File: src/rtl/tde_pkg.sv
package tde_pkg;

    typedef enum logic {
        DRIFT_RELATIVE = 1'b0,
        DRIFT_NORMAL   = 1'b1
    } drift_mode_e;

    // Away-from-touch tolerance used when relative tracking is active
    localparam int REL_AWAY_LIMIT = 4;

endpackage

File: src/rtl/tde_key_eval.sv
module tde_key_eval
    import tde_pkg::*;
#(
    parameter int CNT_W     = 16,
    parameter int THR_W     = 8,
    parameter int BURST_MIN = 16,
    parameter int BURST_MAX = 1536
) (
    input  logic [CNT_W-1:0] signal_cnt,
    input  logic [CNT_W-1:0] reference_cnt,
    input  logic [THR_W-1:0] threshold,
    input  drift_mode_e      drift,
    output logic [CNT_W-1:0] touch_depth,
    output logic             qualifies,
    output logic             away_error,
    output logic             burst_bad
);
    localparam logic [CNT_W-1:0] LO_LIMIT  = CNT_W'(BURST_MIN);
    localparam logic [CNT_W-1:0] HI_LIMIT  = CNT_W'(BURST_MAX);
    localparam logic [CNT_W-1:0] REL_LIMIT = CNT_W'(REL_AWAY_LIMIT);
    localparam int               EXT_W     = CNT_W + 2;

    logic             below;
    logic             above;
    logic [CNT_W-1:0] away_depth;
    logic [EXT_W-1:0] thr_ext;
    logic [EXT_W-1:0] thr_x3;
    logic [EXT_W-1:0] away_x4;

    always_comb begin
        below       = reference_cnt > signal_cnt;
        above       = signal_cnt > reference_cnt;
        touch_depth = below ? (reference_cnt - signal_cnt) : '0;
        away_depth  = above ? (signal_cnt - reference_cnt) : '0;
        qualifies   = below && (touch_depth >= CNT_W'(threshold));

        thr_ext = EXT_W'(threshold);
        thr_x3  = thr_ext + (thr_ext << 1);
        away_x4 = {away_depth, 2'b00};

        if (drift == DRIFT_NORMAL) begin
            away_error = away_x4 > thr_x3;
        end else begin
            away_error = away_depth > REL_LIMIT;
        end

        burst_bad = (reference_cnt < LO_LIMIT) || (reference_cnt > HI_LIMIT);
    end

endmodule

File: src/rtl/tde_group_arb.sv
module tde_group_arb #(
    parameter int N_CH  = 6,
    parameter int CNT_W = 16
) (
    input  logic [N_CH-1:0]       candidates,
    input  logic [N_CH*CNT_W-1:0] depths_flat,
    output logic [N_CH-1:0]       winner
);
    logic [CNT_W-1:0] best_depth;
    logic             found;

    always_comb begin
        winner     = '0;
        best_depth = '0;
        found      = 1'b0;
        for (int i = 0; i < N_CH; i++) begin
            // strict compare keeps the lower index on equal depth
            if (candidates[i] &&
                (!found || depths_flat[i*CNT_W +: CNT_W] > best_depth)) begin
                found      = 1'b1;
                best_depth = depths_flat[i*CNT_W +: CNT_W];
                winner     = '0;
                winner[i]  = 1'b1;
            end
        end
    end

endmodule

File: src/rtl/touch_detect_engine.sv
module touch_detect_engine
    import tde_pkg::*;
#(
    parameter int N_CH      = 6,
    parameter int CNT_W     = 16,
    parameter int THR_W     = 8,
    parameter int DI_W      = 8,
    parameter int DLY_W     = 8,
    parameter int BURST_MIN = 16,
    parameter int BURST_MAX = 1536
) (
    input  logic                    clk,
    input  logic                    rst_n,
    input  logic                    sample_valid,
    input  logic [N_CH*CNT_W-1:0]   signal_flat,
    input  logic [N_CH*CNT_W-1:0]   reference_flat,
    input  logic [N_CH*THR_W-1:0]   threshold_flat,
    input  logic [DI_W-1:0]         di_count,
    input  logic [N_CH-1:0]         group_mask,
    input  logic                    drift_mode,
    input  logic [DLY_W-1:0]        recal_delay,
    input  logic                    cal_cmd,
    output logic [N_CH-1:0]         detect,
    output logic [N_CH-1:0]         key_disabled,
    output logic                    recal_req
);
    localparam int ERR_W = DLY_W + 1;

    typedef struct packed {
        logic [N_CH-1:0][DI_W-1:0] integ;
        logic [N_CH-1:0]           det;
        logic [N_CH-1:0]           dis;
        logic [ERR_W-1:0]          err_cnt;
        logic                      recal;
    } state_t;

    state_t state_d, state_q;

    logic [N_CH-1:0]       qual_raw;
    logic [N_CH-1:0]       away_raw;
    logic [N_CH-1:0]       burst_bad;
    logic [N_CH*CNT_W-1:0] depths_flat;
    logic [N_CH-1:0]       enabled;
    logic [N_CH-1:0]       qual;
    logic [N_CH-1:0]       cand;
    logic [N_CH-1:0]       grp_win;
    logic [DI_W-1:0]       di_eff;
    logic                  err_any;
    drift_mode_e           drift_sel;

    assign drift_sel = drift_mode_e'(drift_mode);

    generate
        for (genvar g = 0; g < N_CH; g++) begin : g_chan
            tde_key_eval #(
                .CNT_W    (CNT_W),
                .THR_W    (THR_W),
                .BURST_MIN(BURST_MIN),
                .BURST_MAX(BURST_MAX)
            ) u_eval (
                .signal_cnt   (signal_flat[g*CNT_W +: CNT_W]),
                .reference_cnt(reference_flat[g*CNT_W +: CNT_W]),
                .threshold    (threshold_flat[g*THR_W +: THR_W]),
                .drift        (drift_sel),
                .touch_depth  (depths_flat[g*CNT_W +: CNT_W]),
                .qualifies    (qual_raw[g]),
                .away_error   (away_raw[g]),
                .burst_bad    (burst_bad[g])
            );
        end
    endgenerate

    tde_group_arb #(
        .N_CH (N_CH),
        .CNT_W(CNT_W)
    ) u_arb (
        .candidates (cand & group_mask),
        .depths_flat(depths_flat),
        .winner     (grp_win)
    );

    // Per-channel qualification, integrator and candidate selection
    always_comb begin
        di_eff  = (di_count == '0) ? DI_W'(1) : di_count;
        enabled = ~state_q.dis & ~burst_bad;
        qual    = qual_raw & enabled;
        err_any = |(away_raw & enabled);
        cand    = '0;
        state_d = state_q;

        for (int i = 0; i < N_CH; i++) begin
            if (!qual[i]) begin
                state_d.integ[i] = '0;
            end else if (state_q.integ[i] >= di_eff) begin
                state_d.integ[i] = di_eff;
            end else begin
                state_d.integ[i] = state_q.integ[i] + DI_W'(1);
            end
            cand[i] = qual[i] && (state_q.det[i] || (state_d.integ[i] >= di_eff));
        end

        state_d.det = (cand & ~group_mask) | grp_win;
        state_d.dis = state_q.dis | burst_bad;

        if (err_any) begin
            if (state_q.err_cnt != '1) begin
                state_d.err_cnt = state_q.err_cnt + ERR_W'(1);
            end
        end else begin
            state_d.err_cnt = '0;
        end
        state_d.recal = state_q.recal ||
                        (err_any && (state_d.err_cnt > ERR_W'(recal_delay)));

        if (cal_cmd) begin
            state_d = '0;
        end else if (!sample_valid) begin
            state_d = state_q;
        end
    end

    always_ff @(posedge clk or negedge rst_n) begin
        if (!rst_n) begin
            state_q <= '0;
        end else begin
            state_q <= state_d;
        end
    end

    assign detect       = state_q.det;
    assign key_disabled = state_q.dis;
    assign recal_req    = state_q.recal;

endmodule

File: config.mk
export PLATFORM = sky130hd
export DESIGN_NAME = touch_detect_engine
export DESIGN_NICKNAME = d
export VERILOG_FILES = /design/src/rtl/tde_pkg.sv /design/src/rtl/tde_key_eval.sv /design/src/rtl/tde_group_arb.sv /design/src/rtl/touch_detect_engine.sv
export SDC_FILE = /design/constraint.sdc
export NUM_CORES = 1
export LEC_CHECK = 0
export BUFFER_PORTS_ARGS = -buffer_cell sky130_fd_sc_hd__buf_2
export CORE_ASPECT_RATIO = 2
export CORE_MARGIN = 3
export CORE_UTILIZATION = 35
export DETAILED_ROUTE_END_ITERATION = 7
export PLACE_DENSITY = 0.58
export SLEW_MARGIN = 20
export SYNTH_ARGS = -nofsm -noshare
export SYNTH_HDL_FRONTEND = slang
export SYNTH_SLANG_ARGS = --single-unit
export TNS_END_PERCENT = 30
File: constraint.sdc
create_clock -name clk -period 20.7 [get_ports clk]
set_input_delay 2.07 -clock clk [delete_from_list [all_inputs] [get_ports clk]]
set_output_delay 2.07 -clock clk [all_outputs]
set_load 0.1 [all_outputs]
# Word-level counts from Yosys, hierarchy flattened
# Index checks and enable logic that the tools add are counted.
# totals
register_bits	70
elab_cells	201
inputBits	267
# op_classes
bitwise	10
n_eq_ne	1
n_mux	51
magnitude_cmp	60
reduce_logical	44
n_addsub	25
# op_table
operator	n
greater-than comparator 16 bit	17
2-to-1 mux 16 bit	17
subtractor 16 bit	12
2-to-1 mux 70 bit	2
greater-than comparator 18 bit	6
2-to-1 mux 8 bit	13
>= comparator 16 x 8 -> 1 bit	6
>= comparator 8 bit	12
greater-than comparator 16 x 11 -> 1 bit, second input constant	6
greater-than comparator 16 x 3 -> 1 bit, second input constant	6
less-than comparator 16 x 5 -> 1 bit, second input constant	6
adder 8 x 9 -> 10 bit	6
adder 8 x 1 -> 8 bit, second input constant	6
AND 6 bit	5
2-to-1 mux 6 bit	5
logical AND 1 bit	18
logical OR 1 bit	18
2-to-1 mux 9 bit	2
inverter 6 bit	3
2-to-1 mux 1 bit	12
OR 6 bit	2
adder 9 x 1 -> 9 bit, second input constant	1
greater-than comparator 9 x 8 -> 1 bit	1
inequality test 9 bit, second input constant	1
4 further kinds	8

# Logic depth before layout (Yosys ltp)
# logic_depth
depth_word	34
mapped_depth	96
ltp_nobuf	89

# Cells and area by module
# A second synthesis with hierarchy kept.
# unflattened
cells_unflattened	3704
hier_area_um2	26837.0
# modules_own_cells
mod	seq_area_each_um2	instances	cells_per_inst	area_per_inst_um2
tde_key_eval at g_chan[1].u_eval ...	0.0	4	377	2588.7
touch_detect_engine	1751.7	1	956	7768.7
tde_group_arb	0.0	1	499	3560.9
tde_key_eval at g_chan[3].u_eval	0.0	1	380	2636.3
tde_key_eval at g_chan[0].u_eval	0.0	1	361	2516.2

# Least setup slack after synthesis
# Ideal clock, no wire load.
# synth_timing
path_type	input -> register
startpoint	input signal_flat[6]
endpoint	register state_q, in the netlist detect[1]
setup_time_ps	68
required_time_ps	20632
n_path_buf	9
cell_stages	88
slack_ps	2774
t_arrival_ps	17858
path_cell_list	inv_1 > ha_1 > clkbuf_1 > nand4_1 > or4_1 > clkbuf_1 > and2_1 > nand2_1 > ha_1 > nand2b_1 > a21o_1 > a21o_1 > a211oi_1 > o21ai_0 > o211ai_1 > a31o_2 > clkbuf_1 > clkbuf_1 > [... 52 more ...] > o31a_1 > or3_1 > o2111ai_1 > clkbuf_1 > a21o_1 > ha_1 > nor2b_1 > o21a_1 > o21a_1 > o21a_1 > o21a_1 > o21a_1 > o21ai_0 > a21oi_1 > a21oi_1 > o31a_1 > nor4b_1 > o221a_1
# synth_between
elab_chain_len	34
elab_cells_between_ends	49
classes_between	add/sub (1); order compare (8); mux (19); bitwise (3); reduce/logical (18)
# synth_rtl
item	line	text
from (decl)	touch_detect_engine.sv:15	input logic [N_CH*CNT_W-1:0] signal_flat,
subtractor 16 bit / greater-than comparator 16 bit (equally long branches)	tde_key_eval.sv:33, tde_key_eval.sv:31	
2-to-1 mux 16 bit	tde_key_eval.sv:33	touch_depth = below ? (reference_cnt - signal_cnt) : '0;
>= comparator 16 x 8 -> 1 bit	tde_key_eval.sv:35	qualifies = below && (touch_depth >= CNT_W'(threshold));
logical AND 1 bit	tde_key_eval.sv:35	
AND 6 bit	touch_detect_engine.sv:86	qual = qual_raw & enabled;
2-to-1 mux 8 bit	touch_detect_engine.sv:92	if (!qual[i]) begin
>= comparator 8 bit	touch_detect_engine.sv:99	cand[i] = qual[i] && (state_q.det[i] || (state_d.integ[i] >= di_eff));
logical OR 1 bit	touch_detect_engine.sv:99	
[... 18 more ...]	--	
2-to-1 mux 16 bit / 2-to-1 mux 1 bit (equally long branches)	tde_group_arb.sv:18	if (candidates[i] &&
greater-than comparator 16 bit / logical NOT 1 bit (equally long branches)	tde_group_arb.sv:19	(!found || depths_flat[i*CNT_W +: CNT_W] > best_depth)) begin
logical OR 1 bit	tde_group_arb.sv:19	
logical AND 1 bit	tde_group_arb.sv:18	
2-to-1 mux 6 bit (*)	tde_group_arb.sv:18	
OR 6 bit (*)	touch_detect_engine.sv:102	state_d.det = (cand & ~group_mask) | grp_win;
2-to-1 mux 70 bit (*)	touch_detect_engine.sv:117	end else if (!sample_valid) begin
2-to-1 mux 70 bit (*)	touch_detect_engine.sv:115	if (cal_cmd) begin
to (signal assigned)	touch_detect_engine.sv:126	state_q <= state_d;
to (decl)	touch_detect_engine.sv:37	state_t state_d, state_q;
# Every way passes the cells marked *; elsewhere a longest branch is shown, timed or not. The select of a mux whose other input is x is not followed.
# A chain may end at the register's enable or synchronous reset.

# Worst setup path after layout
# layout_timing
startpoint	input signal_flat[7]
endpoint	register state_q, in the netlist detect[1]
# The elaborated chain is that of the path after synthesis.

==> reports/qor.csv <==
metric;value;unit
fp.coreArea;70800;sq um
die-area;74800;sq um
tightest_slew;1.09;ns
drc_errors;0;
synth_ff_type;dfrtp_1;
cpMostUsedCell;o21a_1;
crit_path_start_kind;input port;
drv_slew;0;
fmax;51.9;MHz
globalplace.congestion;0.949;
postSynthCellCount;3446;
syn_area;25000;sq um
async_reset_ff_frac;1.00;
crit_required;20.99;ns
worst_path_largest_cell_delay;0.54;ns
critical_path_arrival;19.56;ns
cts_made_buffers;9;
synthTopCellsByArea;ha_1, dfrtp_1, a21oi_1;
critPathKind;in -> reg;
endpoint_kind;register;
maxCapViolCount;0;
clkTransAtPathRegs;0.07;ns
intPower;0.515;mW
power;1.04;mW
final_antenna_net_count;0;
yosysTopAreaCell;ha_1;
mostFrequentLayoutCell;ha_1;
first_pass_iters;7;
dp_cells;4507;
synth_top_family_by_area;adder cells;
p_seq_frac;0.135;
worstSkewPairLatency;0.36;ns
yosysSeqAreaShare;0.0701;
grt_max_degree;67;
grtUsageTotal;0.236;
start_util;0.353;
post-route-util;0.388;
p_leak;14.1;nW
synth_xor_area_frac;0.0617;
rsz0062_at_grt;false;
drt-initial-drc-count;1169;
layout-drive-gt1-share;0.114;
cts.hold.buffers_added;0;
status;finished clean;
fin_crit;19.27;ns
clock_sinks;70;
yosysUniqueCellTypes;91;
cts_max_path_buffers;2;
cts_root_buf;clkbuf_16;
dp_hpwl;78.6;mm
setup_tns;0;ns
pwr-share-comb;0.700;
cts_max_level;3;
area_delta_synth_final;10.0;%
hp-class;reg -> reg;
grt_pass1_vias;25600;
yosys.area_share.adder;0.275;
yosys.area_share.simple;0.204;
worstPathMaxFanout;15;
instances_no_fill;4543;
layout_common_cells;ha_1, inv_1, nor2_1;
synth_edf_count;0;
synthMuxAreaShare;0.0425;
p_sw;0.527;mW
wl_per_cell;20.2;um
synth-seq-cells;70;
setup_viol;0;
grt_pass1_wl;141;mm
rows;138;
pwr-share-clk;0.165;
io_pins;280;
fp.dieW;195;um
port_buffers;279;
crit_slowest_cell;ha_1;
p_per_area;37.9;nW/um^2
skew;0.00794;ns
synth-compound-area-share;0.263;
vias;25700;
antenna_found_initial;13;
wl;91.9;mm
final_hold_viol_count;0;
synth_area_per_cell;7.25;sq um
die_h;384;um
viasPerCell;5.66;
ys_warn_count;0;
cts_tree;built;
maxSlewHeadroom;0.263;
ir_worst_vdd;0.0000379;V
finalNetCount;4423;
synth.top_cell.area_share;0.261;
grt_overflow_total;0;
timing.hold.ws;0.485;ns
finalCritPeriodShare;0.931;
swShare;0.506;
num-fill-cells;7717;
syn_nets;4252;
[routing by layer]
layer | vias to the layer above | GRT usage | part of all wire
met5 | - | 0 | 0.00072
met4 | 10 | 0.118 | 0.059
met3 | 234 | 0.0261 | 0.041
met2 | 671 | 0.467 | 0.54
met1 | 12100 | 0.240 | 0.36
li1 | 12700 | - | -
[registers in the layout, indices dropped and copies added (netlist names)]
signal,count
key_disabled,6
detect,6
state_q,57
recal_req,1
[power groups by stage]
stage / logic, mW / registers (mW) / clock network (mW)
global route: 0.810 / 0.141 / 0.180
finish: 0.729 / 0.141 / 0.172
CTS: 0.727 / 0.141 / 0.175
floorplan: 0.503 / 0.142 / 0
global placement: 0.721 / 0.143 / 0
detailed placement: 0.723 / 0.143 / 0
[Yosys cell counts (all sizes together), types with 35 or more instances]
library cell	number
ha	521
inv	382
nor2	371
a21oi	290
a21o	163
o21ai	153
nand2	143
clkbuf	121
xnor2	113
nor3	101
dfrtp	70
mux2i	66
nand3	64
xor2	63
nand4	62
a211oi	61
nand2b	60
o21a	55
nor2b	49
and3	38
mux2	35
[final cells by class]
class	count	area (sq um)	share of cell area
inverter	382	1430	0.0522
multi-input combinational	2842	21200	0.771
timing repair buffer	312	1650	0.0599
sequential	70	1750	0.0637
tap	910	1140	0.0414
clock inverter	6	70.1	0.00255
antenna	11	27.5	0.00100
clock buffer	10	239	0.00869
[critical path, delay by kind of cell]
family                     cells  cell delay, ns
AOI/OAI and AO/OA             55           10.60
and+or+nand+nor               18            2.99
adders and majority gates      8            2.47
buffers and inverters          5            0.74
muxes                          2            0.67
[path summary, 6_finish.rpt]
kind	startpoint	end	slack [ns]	depth (start not counted)
worst max-delay path	signal_flat[7]	detect[1]	1.43	88
worst min-delay path	recal_req	recal_req	0.48	1
worst max register to register	state_q[22]	detect[1]	4.32	83
worst min register to register	recal_req	recal_req	0.48	1
max in group asynchronous	rst_n	state_q[49]	17.96	2
min in group asynchronous	rst_n	state_q[45]	1.58	1
[through the flow]
stage          area, sq um  setup WS [ns]
6_report             27500           1.43
5_1_grt              27500          0.212
4_1_cts              27400          0.832
3_5_place_dp         27100          0.513
3_3_place_gp         27100          0.888
2_1_floorplan        25000           2.77
[cells by family (layout without fill, tap and decap cells)]
kind of cell | count (synthesis) | count (layout)
xor gates and xnor gates | 176 | 176
muxes | 101 | 101
DFF | 70 | 70
adders and majority gates | 539 | 539
AOI/OAI and AO/OA | 991 | 991
buffers and inverters | 534 | 710
and+or+nand+nor | 1035 | 1035
other | 0 | 11
[repair_timing]
action	4_1_cts	5_1_grt
setup endpoints to repair	0	4
resized for setup	0	1
buffers inserted	0	9
Power figures use the tool's default switching activity.
